--- config.mk ---
export PLATFORM = sky130hd
export DESIGN_NAME = edge_kick_watchdog
export DESIGN_NICKNAME = d
export VERILOG_FILES = /design/src/rtl/wdg_pkg.sv /design/src/rtl/wdg_edge_sync.sv /design/src/rtl/wdg_timer.sv /design/src/rtl/wdg_outreg.sv /design/src/rtl/edge_kick_watchdog.sv
export SDC_FILE = /design/constraint.sdc
export NUM_CORES = 1
export LEC_CHECK = 0
export CORE_MARGIN = 2
export CORE_UTILIZATION = 50
export CTS_CLUSTER_DIAMETER = 30
export CTS_CLUSTER_SIZE = 28
export DETAILED_ROUTE_END_ITERATION = 16
export PLACE_DENSITY = 0.71
export SLEW_MARGIN = 20
export SYNTH_ARGS = -nofsm -noshare
export SYNTH_HDL_FRONTEND = slang
export SYNTH_SLANG_ARGS = --single-unit
--- constraint.sdc ---
create_clock -name clk -period 3.6 [get_ports clk]
set_clock_uncertainty 0.1 [all_clocks]
set_input_delay 0.72 -clock clk [delete_from_list [all_inputs] [get_ports clk]]
set_output_delay 0.72 -clock clk [all_outputs]
set_load 0.02 [all_outputs]
--- src/rtl/wdg_pkg.sv ---
package wdg_pkg;
  typedef enum logic [1:0] {
    WD_IDLE = 2'd0,
    WD_RUN  = 2'd1,
    WD_TRIP = 2'd2
  } wd_state_e;
endpackage

--- src/rtl/wdg_edge_sync.sv ---
module wdg_edge_sync #(
  parameter int STAGES = 2
) (
  input  logic clk,
  input  logic rst,
  input  logic din,
  output logic edge_o
);
  logic [STAGES-1:0] sh_q;
  logic              prev_q;

  always_ff @(posedge clk) begin
    if (rst) sh_q[0] <= 1'b0;
    else     sh_q[0] <= din;
  end

  generate
    for (genvar g = 1; g < STAGES; g++) begin : g_stage
      always_ff @(posedge clk) begin
        if (rst) sh_q[g] <= 1'b0;
        else     sh_q[g] <= sh_q[g-1];
      end
    end
  endgenerate

  always_ff @(posedge clk) begin
    if (rst) prev_q <= 1'b0;
    else     prev_q <= sh_q[STAGES-1];
  end

  assign edge_o = sh_q[STAGES-1] ^ prev_q;
endmodule

--- src/rtl/wdg_timer.sv ---
module wdg_timer
  import wdg_pkg::*;
#(
  parameter int TIMEOUT_CYC = 1000,
  parameter int CNT_W       = $clog2(TIMEOUT_CYC + 1)
) (
  input  logic             clk,
  input  logic             hold,
  input  logic             kick,
  output logic [CNT_W-1:0] cnt_o,
  output logic             expired_o
);
  localparam logic [CNT_W-1:0] LAST = CNT_W'(TIMEOUT_CYC - 1);

  wd_state_e        st_q;
  logic [CNT_W-1:0] cnt_q;

  always_ff @(posedge clk) begin
    if (hold) begin
      st_q  <= WD_IDLE;
      cnt_q <= '0;
    end else if (kick) begin
      st_q  <= WD_RUN;
      cnt_q <= '0;
    end else if (st_q == WD_RUN) begin
      if (cnt_q == LAST) st_q <= WD_TRIP;
      else               cnt_q <= cnt_q + 1'b1;
    end
  end

  assign cnt_o     = cnt_q;
  assign expired_o = (st_q == WD_TRIP);
endmodule

--- src/rtl/wdg_outreg.sv ---
module wdg_outreg (
  input  logic clk,
  input  logic rst,
  input  logic expired,
  input  logic supply_ok,
  output logic out_n
);
  always_ff @(posedge clk) begin
    if (rst) out_n <= 1'b1;
    else     out_n <= supply_ok & ~expired;
  end
endmodule

--- src/rtl/edge_kick_watchdog.sv ---
module edge_kick_watchdog #(
  parameter int TIMEOUT_CYC = 1000,
  parameter int SYNC_STAGES = 2
) (
  input  logic clk,
  input  logic rst,
  input  logic kick_i,
  input  logic kick_en_i,
  input  logic sys_rst_i,
  input  logic supply_ok_i,
  output logic wdo_n_o
);
  localparam int CNT_W = $clog2(TIMEOUT_CYC + 1);

  logic             kick_edge;
  logic             hold;
  logic             expired;
  logic [CNT_W-1:0] cnt;

  assign hold = rst | sys_rst_i | ~kick_en_i;

  wdg_edge_sync #(.STAGES(SYNC_STAGES)) u_sync (
    .clk    (clk),
    .rst    (rst),
    .din    (kick_i),
    .edge_o (kick_edge)
  );

  wdg_timer #(.TIMEOUT_CYC(TIMEOUT_CYC), .CNT_W(CNT_W)) u_timer (
    .clk       (clk),
    .hold      (hold),
    .kick      (kick_edge),
    .cnt_o     (cnt),
    .expired_o (expired)
  );

  wdg_outreg u_out (
    .clk       (clk),
    .rst       (rst),
    .expired   (expired),
    .supply_ok (supply_ok_i),
    .out_n     (wdo_n_o)
  );
endmodule

==> metrics.yaml, run 1 <==
status: "completed"
dp_hpwl_um: 798.9
slew_headroom: 0.7307
hold_path.class: "reg2reg"
die-area_um2: 1703
grt_pass1_vias: 414
grt_pass1_wl_mm: 1.780
hold_start: "u_sync.sh_q[0]"
yosysWarnings: 0
worst_pin_slew_ns: 0.4040
final_max_slew_viol_count: 0
fmax_ghz: 0.4958
power_density_nw_per_um2: 356.9
drt_wl_total_mm: 1.103
yosysSeqAreaShare: 0.4613
worstPathCellList: "clkdlybuf4s50_1"
numPortBuffers: 6
arrival_ns: 1.20
numCtsBuffers: 3
ctsHoldBuffers: 0
layout-drive-gt1-share: 0.09524
r2r_slack_ns: 1.99
setup_viol: 0
io_pins: 7
drc: 0
track_usage: 0.1650
antenna_left: 0
cp.required_ns: 2.78
r2r-end: "u_timer.cnt_o[7]"
drt_iter0_drc: 4
final-hold-violation-count: 0
finalCoreUtilization: 0.6087
firstDrtPassIters: 4
start_util: 0.5337
reg2reg_depth: 4
syn_inst: 76
core_region_area_um2: 1301
worstPathBufferInverterCount: 1
maxCapViolCount: 0
syn_to_final_growth_pct: 14.05
cp_slowest_stage_delay_ns: 0.60
cts_resized: 0
finalCriticalPeriod_ns: 2.017
p_leak_nw: 0.2828
rsz0062_at_grt: "no"
start_kind: "register"
syn_area_um2: 694.4
placementRows: 13
post_synth_num_cell_types: 31
clk_path_buf_depth: 2
crit_family: "buffers and inverters"
cts_tree: "done"
yosys.area.top_type_share: 0.4613
endpoint_kind: "primary output"
overflow: 0
die_w_um: 41.27
clock_latency_ns: 0.28
htree_levels: 1
routabilityCongestion: 0.6955
synthTopCellsByArea: "dfxtp_1 (46%), nor2_1 (5.4%), xnor2_1 (5.0%)"
worstSetupPathType: "reg2out"
final_nets: 93
vias_per_cell: 5.313
clk_transition_reported_paths_ns: 0.09
cts.sinks: 16
die_height_um: 41.27
wl_per_cell_um: 11.14
grt_max_degree: 12
synth-seq-cells: 16
antenna_found_initial: 0
post_cts_buffers: 0
yosysTopAreaCell: "dfxtp_1"
tns_ns: 0
syn_area_per_cell_um2: 9.137
crit_slowest_cell: "clkdlybuf4s50_1"
timing.rr.start: "u_timer.st_q[1]"
diodes: 0
hold-path-endpoint: "u_sync.sh_q[1]"
clockRootBuffer: "clkbuf_4"
min_period_over_period: 0.5603
peakVddDrop_uv: 189.8
syn_nets: 83
worstHoldPathCells: 1
cp_max_fo: 1
routed-via-count: 526
## report_power, final
part / switching (W) / total, W / internal, W
clock network: 0.0000507 / 0.0000895 / 0.0000387
logic: 0.00000503 / 0.0000132 / 0.00000820
registers: 0.00000102 / 0.000180 / 0.000179
## worst max-delay path by stage
stage / slack [ns] / startpoint / end / cells past startpoint
floorplan: 2.11 / u_timer.cnt_o[0] / u_timer.cnt_o[7] / 5
global placement: 1.47 / rst / u_timer.cnt_o[2] / 4
detailed placement: 1.45 / rst / u_timer.cnt_o[2] / 4
CTS: 1.56 / u_out.out_n / wdo_n_o / 1
global route: 1.55 / u_out.out_n / wdo_n_o / 1
finish: 1.58 / u_out.out_n / wdo_n_o / 1
## area by class of cell
cell class / instances / area, um^2
Clock buffer: 3 / 22.52
Tap cell: 15 / 18.77
Fill cell: 125 / 509.2
Inverter: 3 / 11.26
Multi-Input combinational cell: 56 / 359.1
Timing Repair Buffer: 6 / 60.06
Sequential cell: 16 / 320.3
## stage by stage
stage                     cell area [um^2]  worst slack (ns)  power [W]  cells  hold WS, ns
after CTS                            792.0             1.562  0.0002876     99       0.3540
final                                792.0             1.583  0.0002827     99       0.3461
after detailed placement             769.5             1.446  0.0001975     96       0.3282
after floorplan                      694.4             2.110  0.0001897     76       0.3138
after global placement               769.5             1.470  0.0001976     96       0.3395
after global routing                 792.0             1.547  0.0002958     99       0.3725
## cells in the mapped netlist
cell type and n:
mux2i_1 1, or2b_1 1, and3b_2 1, o21ai_0 3, nor2_1 10, xnor2_1 4, or3_1 3, and3b_1 1
a211oi_1 1, nand2_1 2, nand2b_1 2, or2_2 1, nor2b_1 4, clkbuf_1 1, nand3_1 2, ha_1 1
inv_1 3, nor3b_1 1, and3_1 1, and4_1 1, nand3_2 1, dfxtp_1 16, nor3_1 2, xor2_1 2
a21o_1 1, nor4_1 1, nand3b_1 1, a21oi_1 5, a31oi_1 1, or3_2 1, nand4b_2 1
## flip-flops by register name (all words and copies together) (netlist names)
signal and cells:
u_timer.st_q 2, u_sync.sh_q 2, u_sync.prev_q 1, u_out.out_n 1, u_timer.cnt_o 10
## cell families (layout without fill, tap and decap cells)
| group | Yosys count | in the layout | share of synthesized area |
|---|---|---|---|
| multiplexers | 1 | 1 | 0.01441 |
| flip-flops | 16 | 16 | 0.4613 |
| AO/OA/AOI/OAI | 11 | 11 | 0.08829 |
| XOR/XNOR | 6 | 6 | 0.07568 |
| AND/OR/NAND/NOR | 37 | 37 | 0.3208 |
| buffers and inverters | 4 | 12 | 0.02162 |
| adder cells (fa/ha/maj) | 1 | 1 | 0.01802 |
## cell usage in the layout, fill, tap and decap left out, drive strengths merged
master          n
or2             1
nor2           10
and4            1
and3b           2
nor2b           4
clkdlybuf4s50   6
a21oi           5
or2b            1
a211oi          1
a21o            1
nor4            1
nor3            2
mux2i           1
dfxtp          16
and3            1
xor2            2
inv             3
nand3           3
or3             4
nand3b          1
ha              1
nand2           2
clkbuf          3
a31oi           1
xnor2           4
nand4b          1
nand2b          2
nor3b           1
o21ai           3
## layer usage
metal	share of wire	GRT usage	vias up	wire length, um
met5	0	0	-	0
met4	0.011	0.1210	0	12
met3	0.032	0.03261	2	35
met2	0.46	0.2461	9	509
met1	0.49	0.2079	233	545
li1	-	-	282	-
(Power assumes the default switching activity.)
==> inputs of run 2 (changes only) <==
- CORE_UTILIZATION: 50 -> 47
- clock period: 3.6 -> 1.65 ns (I/O delays scaled with it)
==> run 2 against run 1 <==
Non-clock buffer count up 6. Via count up 6.8%. Final cell count up 6.1%. Flip-flop and latch count unchanged. Critical path depth up 4. Sequential share of layout area down 2.5 points. Total power up 120%. Critical endpoint is now u_timer.cnt_o[7].
==> metrics.yaml, run 2 (same netlist as run 1, synthesis figures left out) <==
track_usage: 0.1627  # was 0.1650
syn_to_final_growth_pct: 21.44  # was 14.05%
htree_levels: 1  # unchanged
clk_transition_reported_paths_ns: 0.09  # about the same
pwr-share-comb: 0.055  # was 0.047
start_kind: "register"  # unchanged
placedCellCount: 102  # was 96
grt_pass1_wl_mm: 2.180  # was 1.780 mm
final-hold-violation-count: 0  # unchanged
tns_ns: 0  # unchanged
die_height_um: 42.44  # was 41.27 um
worstSetupPathType: "reg2reg"  # was reg2out
finalCriticalPeriod_ns: 1.571
overflow: 0  # unchanged
numPortBuffers: 6  # unchanged
maxCapViolCount: 0  # unchanged
antenna_found_initial: 0  # unchanged
clock_latency_ns: 0.28  # about the same
final_max_slew_viol_count: 0  # unchanged
power_density_nw_per_um2: 735.8  # was 356.9 nW/um^2
hold_path.class: "reg2reg"  # unchanged
endpoint_kind: "register"  # was primary output
clkPwrFrac: 0.313  # was 0.316
fin_cells: 105  # was 99
wl_per_cell_um: 11.33  # was 11.14 um
post_cts_buffers: 0  # unchanged
cp_slowest_stage_delay_ns: 0.35  # was 0.60 ns
worst_pin_slew_ns: 0.3058  # was 0.4040 ns
routed-via-count: 562  # was 526
io_pins: 7  # unchanged
switching_share: 0.1990  # was 0.2008
arrival_ns: 1.69  # was 1.20 ns
drt_wl_total_mm: 1.190  # was 1.103 mm
postLayoutCellArea_um2: 843.3  # was 792.0 um^2
dpl_cell_area_um2: 814.5  # was 769.5 um^2
clk_path_buf_depth: 2  # unchanged
seqPwrFrac: 0.632  # was 0.637
p_leak_nw: 0.3119  # was 0.2828 nW
cts_tree: "done"  # unchanged
drc: 0  # unchanged
firstDrtPassIters: 4  # unchanged
final_nets: 99  # was 93
peakVddDrop_uv: 472.3  # was 189.8 uV
die_w_um: 42.44  # was 41.27 um
p_int_w: 0.0004970  # was 0.0002259 W
layout-drive-gt1-share: 0.1778  # was 0.09524
start_util: 0.5206  # was 0.5337
cp_max_fo: 6  # was 1
status: "completed"  # unchanged
ctsHoldBuffers: 0  # unchanged
cp.required_ns: 1.77  # was 2.78 ns
whs_ns: 0.3418  # was 0.3461 ns
vias_per_cell: 5.352  # was 5.313
dp_hpwl_um: 900.7  # was 798.9 um
min_period_over_period: 0.9523
die-area_um2: 1801  # was 1703 um^2
largest_reg_flops: 10  # unchanged
setup_viol: 0  # unchanged
drt_iter0_drc: 10  # was 4
worstPathCellList: "ha_2 > nor2b_1 > and3_2 > or3_1 > a21oi_1"  # was clkdlybuf4s50_1
fill_cells: 125  # unchanged
fmax_ghz: 0.6364
grt_pass1_vias: 548  # was 414
numCtsBuffers: 3  # unchanged
routabilityCongestion: 0.7771  # was 0.6955
rsz0062_at_grt: "no"  # unchanged
cts.sinks: 16  # unchanged
crit_slowest_cell: "dfxtp_1"  # was clkdlybuf4s50_1
core_region_area_um2: 1334  # was 1301 um^2
clockRootBuffer: "clkbuf_4"  # unchanged
diodes: 0  # unchanged
slew_headroom: 0.7943  # was 0.7307
final_common_cell: "dfxtp_1"  # unchanged
antenna_left: 0  # unchanged
layout_common_cells: "dfxtp_1 (16), nor2_1 (10), buf_4 (6), a21oi_1 (5), clkdlybuf4s50_1 (5)"  # was dfxtp_1 (16), nor2_1 (10), clkdlybuf4s50_1 (6), a21oi_1 (5)
placementRows: 13  # unchanged
grt_max_degree: 9  # was 12
switchingPower_w: 0.0001235  # was 0.00005677 W
run 2: stage by stage:
stage | total power [W] | utilization | worst slack [ns]
2_1_floorplan | 0.0004138 | - | 0.1595
3_3_place_gp | 0.0004357 | 0.6107 | 0.07516
3_5_place_dp | 0.0004364 | 0.6107 | 0.02472
4_1_cts | 0.0006301 | 0.6276 | 0.01206
5_1_grt | 0.0006487 | 0.6323 | 0.008053
6_report | 0.0006205 | 0.6323 | 0.07876
run 2: metal layers:
layer	GRT usage	wire, um	vias to the layer above
li1	-	-	294
met3	0.06466	37	4
met4	0.08750	18	0
met2	0.2431	539	7
met1	0.1984	594	257
met5	0	0	-
run 2: what timing repair did:
item	CTS	global route
resized for setup	0	3
endpoints found under the hold margin	0	0
setup endpoints to repair	0	4
run 2: final timing paths:
check,start,to,slack [ns],cells past startpoint
setup / recovery,u_timer.cnt_o[0],u_timer.cnt_o[7],0.08,5
hold / removal,u_sync.sh_q[0],u_sync.sh_q[1],0.34,1
setup reg to reg,u_timer.cnt_o[0],u_timer.cnt_o[7],0.08,5
hold reg to reg,u_sync.sh_q[0],u_sync.sh_q[1],0.34,1
run 2: area by class of cell:
| class | count | area, um^2 | share of cell area |
|---|---|---|---|
| Inverter | 3 | 11.26 | 0.01335 |
| Sequential cell | 16 | 320.3 | 0.3798 |
| Timing Repair Buffer | 12 | 107.6 | 0.1276 |
| Multi-Input combinational cell | 56 | 362.8 | 0.4303 |
| Tap cell | 15 | 18.77 | 0.02226 |
| Clock buffer | 3 | 22.52 | 0.02671 |
run 2: power groups by stage:
| stage | Sequential [W] | Clock (W) | Combinational (W) |
|---|---|---|---|
| floorplan | 0.000403 | 0 | 0.0000108 |
| global placement | 0.000401 | 0 | 0.0000345 |
| CTS | 0.000392 | 0.000203 | 0.0000352 |
| global route | 0.000393 | 0.000218 | 0.0000377 |
| detailed placement | 0.000401 | 0 | 0.0000350 |
| finish | 0.000392 | 0.000194 | 0.0000344 |
run 2: worst max-delay path, delay by kind of cell, from the launching register on:
kind | cells | cell delay (ns)
AO/OA/AOI/OAI | 1 | 0.13
adder cells (fa/ha/maj) | 1 | 0.20
flip-flops | 1 | 0.35
AND/OR/NAND/NOR | 3 | 0.74
